`config.mk`:
```
export PLATFORM = sky130hd
export DESIGN_NAME = boot_patch_trap
export DESIGN_NICKNAME = d
export VERILOG_FILES = /design/src/rtl/bpt_pkg.sv /design/src/rtl/bpt_loader.sv /design/src/rtl/bpt_matcher.sv /design/src/rtl/boot_patch_trap.sv
export SDC_FILE = /design/constraint.sdc
export NUM_CORES = 1
export LEC_CHECK = 0
export ABC_AREA = 1
export BUFFER_PORTS_ARGS = -buffer_cell sky130_fd_sc_hd__buf_2
export CAP_MARGIN = 5
export CORE_ASPECT_RATIO = 0.8
export CORE_MARGIN = 2
export CORE_UTILIZATION = 25
export CTS_BUF_LIST = sky130_fd_sc_hd__clkbuf_8
export DETAILED_ROUTE_END_ITERATION = 16
export SLEW_MARGIN = 30
export SYNTH_ARGS = -nofsm -noshare
export SYNTH_HDL_FRONTEND = slang
export SYNTH_HIERARCHICAL = 1
export SYNTH_SLANG_ARGS = --single-unit
```
`constraint.sdc`:
```
create_clock -name clk -period 4.1 [get_ports clk]
set_input_delay 0 -clock clk [delete_from_list [all_inputs] [get_ports clk]]
set_output_delay 0 -clock clk [all_outputs]
set_load 0.01 [all_outputs]
```
`src/rtl/bpt_pkg.sv`:
```
package bpt_pkg;
  localparam int ADDR_W = 24;
  localparam int NVA_W  = 16;
  localparam int BYTE_W = 8;

  typedef enum logic [2:0] {
    ST_LEN, ST_A0, ST_A1, ST_A2, ST_COPY, ST_DONE
  } ld_state_t;

  // nonvolatile address of patch byte idx
  function automatic logic [NVA_W-1:0] code_src(input logic [NVA_W-1:0] base,
                                                input logic [BYTE_W-1:0] idx);
    return base + NVA_W'(idx);
  endfunction

  // RAM address of patch byte idx
  function automatic logic [ADDR_W-1:0] code_dst(input logic [ADDR_W-1:0] base,
                                                 input logic [BYTE_W-1:0] idx);
    return base + ADDR_W'(idx);
  endfunction

  function automatic logic addr_equal(input logic [ADDR_W-1:0] a,
                                      input logic [ADDR_W-1:0] b);
    return (a ^ b) == '0;
  endfunction
endpackage

```
`src/rtl/bpt_loader.sv`:
```
module bpt_loader
  import bpt_pkg::*;
#(
  parameter logic [ADDR_W-1:0] RAM_BASE  = 24'h000400,
  parameter logic [NVA_W-1:0]  CODE_BASE = 16'h0010
) (
  input  logic              clk,
  input  logic              rst_n,
  output logic              nv_req,
  output logic [NVA_W-1:0]  nv_addr,
  input  logic              nv_valid,
  input  logic [BYTE_W-1:0] nv_data,
  output logic              ram_we,
  output logic [ADDR_W-1:0] ram_addr,
  output logic [BYTE_W-1:0] ram_wdata,
  output logic [2:0]        addr_ld,
  output logic [BYTE_W-1:0] addr_byte,
  output logic              arm,
  output logic              done
);
  ld_state_t         st_q;
  logic [BYTE_W-1:0] len_q, idx_q;
  logic              take, last_byte;

  assign nv_req    = (st_q != ST_DONE);
  assign take      = nv_req && nv_valid;
  assign last_byte = (idx_q == len_q - 1'b1);
  assign done      = (st_q == ST_DONE);

  always_comb begin
    case (st_q)
      ST_A0:   nv_addr = NVA_W'(1);
      ST_A1:   nv_addr = NVA_W'(2);
      ST_A2:   nv_addr = NVA_W'(3);
      ST_COPY: nv_addr = code_src(CODE_BASE, idx_q);
      default: nv_addr = '0;
    endcase
  end

  assign ram_we    = take && (st_q == ST_COPY);
  assign ram_addr  = code_dst(RAM_BASE, idx_q);
  assign ram_wdata = nv_data;
  assign addr_ld   = {take && (st_q == ST_A2), take && (st_q == ST_A1),
                      take && (st_q == ST_A0)};
  assign addr_byte = nv_data;
  assign arm       = ram_we && last_byte;

  always_ff @(posedge clk) begin
    if (!rst_n) begin
      st_q  <= ST_LEN;
      len_q <= '0;
      idx_q <= '0;
    end else if (take) begin
      case (st_q)
        ST_LEN: begin
          len_q <= nv_data;
          st_q  <= (nv_data == '0) ? ST_DONE : ST_A0;
        end
        ST_A0: st_q <= ST_A1;
        ST_A1: st_q <= ST_A2;
        ST_A2: st_q <= ST_COPY;
        ST_COPY: begin
          idx_q <= idx_q + 1'b1;
          if (last_byte) st_q <= ST_DONE;
        end
        default: st_q <= ST_DONE;
      endcase
    end
  end


  nv_hold_chk: assert property (@(posedge clk) disable iff (!rst_n)
    (nv_req && !nv_valid) |=> (nv_req && $stable(nv_addr)));


  ram_we_copy_chk: assert property (@(posedge clk) disable iff (!rst_n)
    ram_we |-> (nv_valid && !done));


  done_stays_chk: assert property (@(posedge clk) disable iff (!rst_n)
    done |=> (done && !nv_req));
endmodule

```
`src/rtl/bpt_matcher.sv`:
```
module bpt_matcher
  import bpt_pkg::*;
(
  input  logic              clk,
  input  logic              rst_n,
  input  logic              en,
  input  logic [ADDR_W-1:0] target,
  input  logic              fetch_valid,
  input  logic [ADDR_W-1:0] fetch_addr,
  input  logic              clr,
  output logic              hit,
  output logic              flag,
  output logic              irq
);
  logic flag_q;

  assign hit  = en && fetch_valid && addr_equal(fetch_addr, target);
  assign flag = flag_q;
  assign irq  = flag_q && en;

  always_ff @(posedge clk) begin
    if (!rst_n)   flag_q <= 1'b0;
    else if (hit) flag_q <= 1'b1;
    else if (clr) flag_q <= 1'b0;
  end


  hit_sets_flag_chk: assert property (@(posedge clk) disable iff (!rst_n)
    hit |=> flag_q);


  flag_sticky_chk: assert property (@(posedge clk) disable iff (!rst_n)
    (flag_q && !clr) |=> flag_q);


  irq_needs_en_chk: assert property (@(posedge clk) disable iff (!rst_n)
    irq |-> (en && flag_q));
endmodule

```
`src/rtl/boot_patch_trap.sv`:
```
module boot_patch_trap
  import bpt_pkg::*;
#(
  parameter logic [ADDR_W-1:0] RAM_BASE  = 24'h000400,
  parameter logic [NVA_W-1:0]  CODE_BASE = 16'h0010
) (
  input  logic              clk,
  input  logic              rst_n,
  output logic              nv_req,
  output logic [NVA_W-1:0]  nv_addr,
  input  logic              nv_valid,
  input  logic [BYTE_W-1:0] nv_data,
  output logic              ram_we,
  output logic [ADDR_W-1:0] ram_addr,
  output logic [BYTE_W-1:0] ram_wdata,
  input  logic              fetch_valid,
  input  logic [ADDR_W-1:0] fetch_addr,
  input  logic              sw_wr,
  input  logic              sw_sel,
  input  logic [ADDR_W-1:0] sw_wdata,
  output logic              boot_done,
  output logic              trap_en,
  output logic              trap_hit,
  output logic [ADDR_W-1:0] trap_addr,
  output logic              irq
);
  logic [2:0]        addr_ld;
  logic [BYTE_W-1:0] addr_byte;
  logic              arm, sw_ctrl, sw_tgt, sw_clr, hit;
  logic [ADDR_W-1:0] tgt_q;
  logic              en_q;

  bpt_loader #(.RAM_BASE(RAM_BASE), .CODE_BASE(CODE_BASE)) u_loader (
    .clk(clk), .rst_n(rst_n),
    .nv_req(nv_req), .nv_addr(nv_addr), .nv_valid(nv_valid), .nv_data(nv_data),
    .ram_we(ram_we), .ram_addr(ram_addr), .ram_wdata(ram_wdata),
    .addr_ld(addr_ld), .addr_byte(addr_byte), .arm(arm), .done(boot_done)
  );

  assign sw_ctrl = boot_done && sw_wr && !sw_sel;
  assign sw_tgt  = boot_done && sw_wr && sw_sel;
  assign sw_clr  = sw_ctrl && sw_wdata[1];

  generate
    for (genvar b = 0; b < 3; b++) begin : g_tgt_byte
      always_ff @(posedge clk) begin
        if (!rst_n)          tgt_q[b*BYTE_W +: BYTE_W] <= '0;
        else if (addr_ld[b]) tgt_q[b*BYTE_W +: BYTE_W] <= addr_byte;
        else if (sw_tgt)     tgt_q[b*BYTE_W +: BYTE_W] <= sw_wdata[b*BYTE_W +: BYTE_W];
      end
    end
  endgenerate

  always_ff @(posedge clk) begin
    if (!rst_n)       en_q <= 1'b0;
    else if (arm)     en_q <= 1'b1;
    else if (sw_ctrl) en_q <= sw_wdata[0];
  end

  bpt_matcher u_match (
    .clk(clk), .rst_n(rst_n), .en(en_q), .target(tgt_q),
    .fetch_valid(fetch_valid), .fetch_addr(fetch_addr), .clr(sw_clr),
    .hit(hit), .flag(trap_hit), .irq(irq)
  );

  assign trap_en   = en_q;
  assign trap_addr = tgt_q;


  arm_after_done_chk: assert property (@(posedge clk) disable iff (!rst_n)
    trap_en |-> boot_done);


  arm_pulse_chk: assert property (@(posedge clk) disable iff (!rst_n)
    arm |=> (trap_en && boot_done));


  sw_blocked_chk: assert property (@(posedge clk) disable iff (!rst_n)
    (!boot_done && addr_ld == '0) |=> $stable(trap_addr));
endmodule

```
# Yosys cells after proc, flatten, opt, wreduce, memory -nomap -nowiden
# Index checks and enable logic that the tools add are counted.
# op_classes
eq_ne	8
reduce_logical	25
add_sub_neg	4
n_mux	14
bitwise_logic	1
# op_table
op	n
16-bit one-hot mux with 4 select lines	1
8-bit two-way mux	6
24-bit logical NOT	1
24-bit bitwise XOR	1
3-bit one-hot mux with 5 select lines	1
1-bit logical AND	13
11-bit by 8-bit adder with 12-bit output (first input constant)	1
2-bit nonzero test	5
5-bit by 8-bit adder with 9-bit output (first input constant)	1
8-bit by 1-bit adder with 8-bit output (second input constant)	1
8-bit equality test	1
8-bit logical NOT	1
8-bit by 1-bit subtractor with 8-bit output (second input constant)	1
3-bit by 2-bit equality test with 1-bit output (second input constant)	2
3-bit equality test (second input constant)	2
3-bit two-way mux	2
2-bit AND reduction	3
1-bit two-way mux	4
3-bit by 1-bit equality test with 1-bit output (second input constant)	1
3-bit logical NOT	1
3-bit != test (second input constant)	1
2-bit by 1-bit != test with 1-bit output (second input constant)	1
1-bit logical NOT	1
# word_totals
ff_bits	45
out_inout_bits	78
wordCells	60
inputBits	62

# Depth between registers and ports, before layout
# logic_depth
depth_word	6
depth_mapped	16
depth_no_buf	16

# Modules after synthesis
# Netlist, hierarchy kept.
# modules_own_cells
module	cells_per_inst	area_per_inst_um2	seq_area_each_um2	n_inst
bpt_loader	239	1559.0	380.4	1
boot_patch_trap	193	1242.4	500.5	1
bpt_matcher	154	663.1	20.0	1

# Worst setup path after synthesis
# OpenSTA, ideal clock, no wires.
# synth_path
path_kind	register to register
start	register u_loader.st_q[2]
end	register u_loader.st_q[0]
setup_ns	0.113
t_arrival_ns	1.389
setup_slack_ns	2.598
stages_incl_launch_ff	10
t_required_ns	3.987
n_path_buf	0
period_less_slack_ns	1.502
cell_sequence	dfxtp_1 -> inv_1 -> nor2_1 -> inv_1 -> nand2_1 -> inv_1 -> nand2_2 -> nand2_1 -> nand2_1 -> nor2_1
# synth_between
elab_chain_cells	3
elab_cells_between_ends	10
classes_between	eq/ne (6); mux (1); reduce/logical (3)
# synth_rtl
element	line	source
start: declaration	bpt_loader.sv:21	ld_state_t st_q;
start signal: assignment	bpt_loader.sv:57	st_q <= (nv_data == '0) ? ST_DONE : ST_A0;
3-bit != test	bpt_loader.sv:25	assign nv_req = (st_q != ST_DONE);
via nv_req	boot_patch_trap.sv:9	output logic nv_req,
1-bit logical AND	bpt_loader.sv:26	assign take = nv_req && nv_valid;
2-bit AND reduction (no source line)	-	
# The timed path passes the listed nets, and every way through them passes these cells.
# A chain may end at the register's enable or synchronous reset.

# Worst setup path in the final report
# layout_path
start	register u_loader.st_q[0]
end	register tgt_q[3], in the netlist trap_addr[3]
# layout_between
elab_chain_cells	4
elab_cells_between_ends	9
classes_between	eq/ne (3); mux (1); reduce/logical (5)
# layout_rtl
element	line	source
3-bit != test	bpt_loader.sv:25	
1-bit logical AND	bpt_loader.sv:26	
1-bit logical AND (*)	bpt_loader.sv:44	take && (st_q == ST_A0)};
via addr_ld[0]	boot_patch_trap.sv:27	logic [2:0] addr_ld;
8-bit two-way mux or 2-bit nonzero test (tied branches)	-	
end signal: indexed assignment	boot_patch_trap.sv:48	else if (addr_ld[b]) tgt_q[b*BYTE_W +: BYTE_W] <= addr_byte;
end signal: indexed assignment	boot_patch_trap.sv:49	else if (sw_tgt) tgt_q[b*BYTE_W +: BYTE_W] <= sw_wdata[b*BYTE_W +: BYTE_W];
end: declaration	boot_patch_trap.sv:30	logic [ADDR_W-1:0] tgt_q;
# The timed path passes the listed nets; every way through them passes the cells marked *.

==> flow_summary.toml <==
[grt]
grt_pass1_vias = 3090
grt_overflow = 0
antenna_found_initial = 0
grt_max_degree = 42
grt_use_total_pct = 14.1
grt_pass1_wl_mm = 16.0

[power]
p_leak_nw = 2.19
power_density_nw_per_um2 = 263
ir_drop_mv = 0.123

[hold_path]
hp-start = "sw_wdata[9]"
whs_path_depth = 5
hp-class = "in2reg"
holdPathEnd = "trap_addr[9]"

[timing]
hold_viol_final = 0
finalMaxSlewViolations = 0
rsz0062_at_grt = "no"
fin_skew_ns = 0.00432
tightest_slew_ns = 0.825
period_minus_slack_ns = 2.04
post-route-period-util_pct = 49.7
slew_headroom_pct = 44.8
finalSetupTns_ns = 0
setup_viol = 0
fmax_mhz = 490

[route]
route.vias.total = 3442
drt_iter0_markers = 249
wl_per_cell_um = 12.1
vias_per_cell = 4.13
drc = 0
drt_wl_total_mm = 10.1
drt_first_pass_iters = 5
drtAntennaViolNets = 0

[worst_setup_path]
path_class = "reg2reg"
path_buf_inv = 3
startpoint = "u_loader/st_q[0]"
end_kind = "flop"
critPathMaxStageDelay_ns = 0.64
crit_path_frequent_cell = "nor2_1"
r2r_cells = 9
start_kind = "flop"
r2r_start = "u_loader/st_q[0]"
crit_family = "simple AND/OR/NAND/NOR gates"
crit_fanout = 10
r2r-end = "trap_addr[3]"
crit_arrival_ns = 2.23
critical-path-slowest-cell = "nor2_1"
crit_path_cell_trace = "inv_1 > nor2_1 > nand2_1 > nor2_1 > inv_6 > nand2_4 > inv_2 > nor2_1 > nor2_1"
cp.required_ns = 4.30
r2r_slack_ns = 2.06

[clock_tree]
clkSlewWorstSetupHoldPaths_ns = 0.09
post-cts-setup-buffers = 0
cts_tree = "built"
clk_latency_ns = 0.29
ctsHoldBuffers = 0
cts_buffer_depth = 2
htree_levels = 2
numCtsBuffers = 5
cts_root_buffer = "clkbuf_8"
cts.sinks = 45
ctsResizeCount = 0

[final_layout]
n_fill_cell = 1491
nNetsFinal = 723
antenna_cells = 0
syn2layout_area_growth_pct = 18.4
fin_area_um2 = 3940
final_layout_size_suffix_gt1_share_pct = 22.8

[floorplanning]
core_area_um2 = 12900
die_w_um = 133
num_rows = 37
initial_core_util_pct = 25.8
fp.dieH_um = 107
io_pins = 140
fp.dieArea_um2 = 14300

[run]
maxCapViolations = 0

[synth]
synth_warnings = 6
syn_area_um2 = 3330
syn-mean-instance-area_um2 = 5.94
netlist_instances = 560

[placement]
placed_area_um2 = 3860
portBuffers = 116
routabilityCongestion = 0.835
place_hpwl_mm = 8.03

[outcome]
status = "finished clean"
cell type report:
type                    instances  area (um2)  area share, %
multi-input cells             405        1820           46.2
well taps                     175         219           5.56
clock buffers                   5        68.8           1.75
flip-flops and latches         45         901           22.9
repair buffers                116         581           14.7
clock inverters                 3        13.8          0.349
inverters                      85         337           8.55
where the power goes:
group	switching (mW)	total (mW)	internal [mW]
Sequential	0.0252	0.486	0.461
Clock	0.161	0.278	0.116
Combinational	0.171	0.270	0.0996
Total	0.357	1.03	0.677
metal layers:
layer  vias up  GRT usage [%]  wire length (um)
li1       1836              -                 -
met1      1492           21.2              5250
met2       112           21.4              4130
met3         2           2.46               647
met4         0           2.00                40
met5         -              0                 0
worst reg2reg max path, stage by stage, from the launching register on:
cell and delay, ns:
dfxtp_1 0.44, inv_1 0.11, nor2_1 0.16, nand2_1 0.10, nor2_1 0.64, inv_6 0.10
nand2_4 0.15, inv_2 0.08, nor2_1 0.12, nor2_1 0.06
metrics by stage:
| step | instances | power (mW) | util, % | hold WS, ns | setup WS [ns] |
|---|---|---|---|---|---|
| after global routing | 834 | 1.10 | 30.5 | 0.0516 | 1.89 |
| after floorplan | 581 | 0.696 | - | 0.0918 | 2.60 |
| after global placement | 826 | 0.766 | 29.9 | 0.312 | 2.12 |
| after CTS | 834 | 1.04 | 30.5 | 0.0139 | 2.10 |
| final | 834 | 1.03 | 30.5 | 0.0181 | 2.06 |
| after detailed placement | 826 | 0.766 | 29.9 | 0.313 | 2.13 |
sequential cells by signal, summed over array words and instances, names as in the netlist:
| name | cells |
|---|---|
| trap_addr | 24 |
| u_loader/len_q | 8 |
| u_loader/idx_q | 8 |
| u_match/flag | 1 |
| trap_en | 1 |
| u_loader/st_q | 3 |
placed cells by master (no fill, tap or decap), types with 2 or more instances in the layout:
cell type / count
nor3_1: 5
a21oi_1: 19
nor2_4: 3
conb_1: 23
nand3_1: 17
inv_6: 3
clkinv_2: 2
inv_1: 76
dfxtp_1: 45
xor2_1: 3
nor2_1: 98
nand2_1: 166
nand4_1: 3
xnor2_1: 3
clkbuf_8: 5
nand2_2: 4
ha_1: 3
nand2_4: 4
buf_2: 116
inv_2: 6
o21ai_0: 44
worst max path at each step:
stage	cells after the start	endpoint
after floorplan	9	u_loader/st_q[0]
after global placement	9	trap_addr[4]
after detailed placement	9	trap_addr[3]
after CTS	9	trap_addr[3]
after global routing	9	trap_addr[3]
final	9	trap_addr[3]
Note: power is estimated with default switching activity, not from simulation.
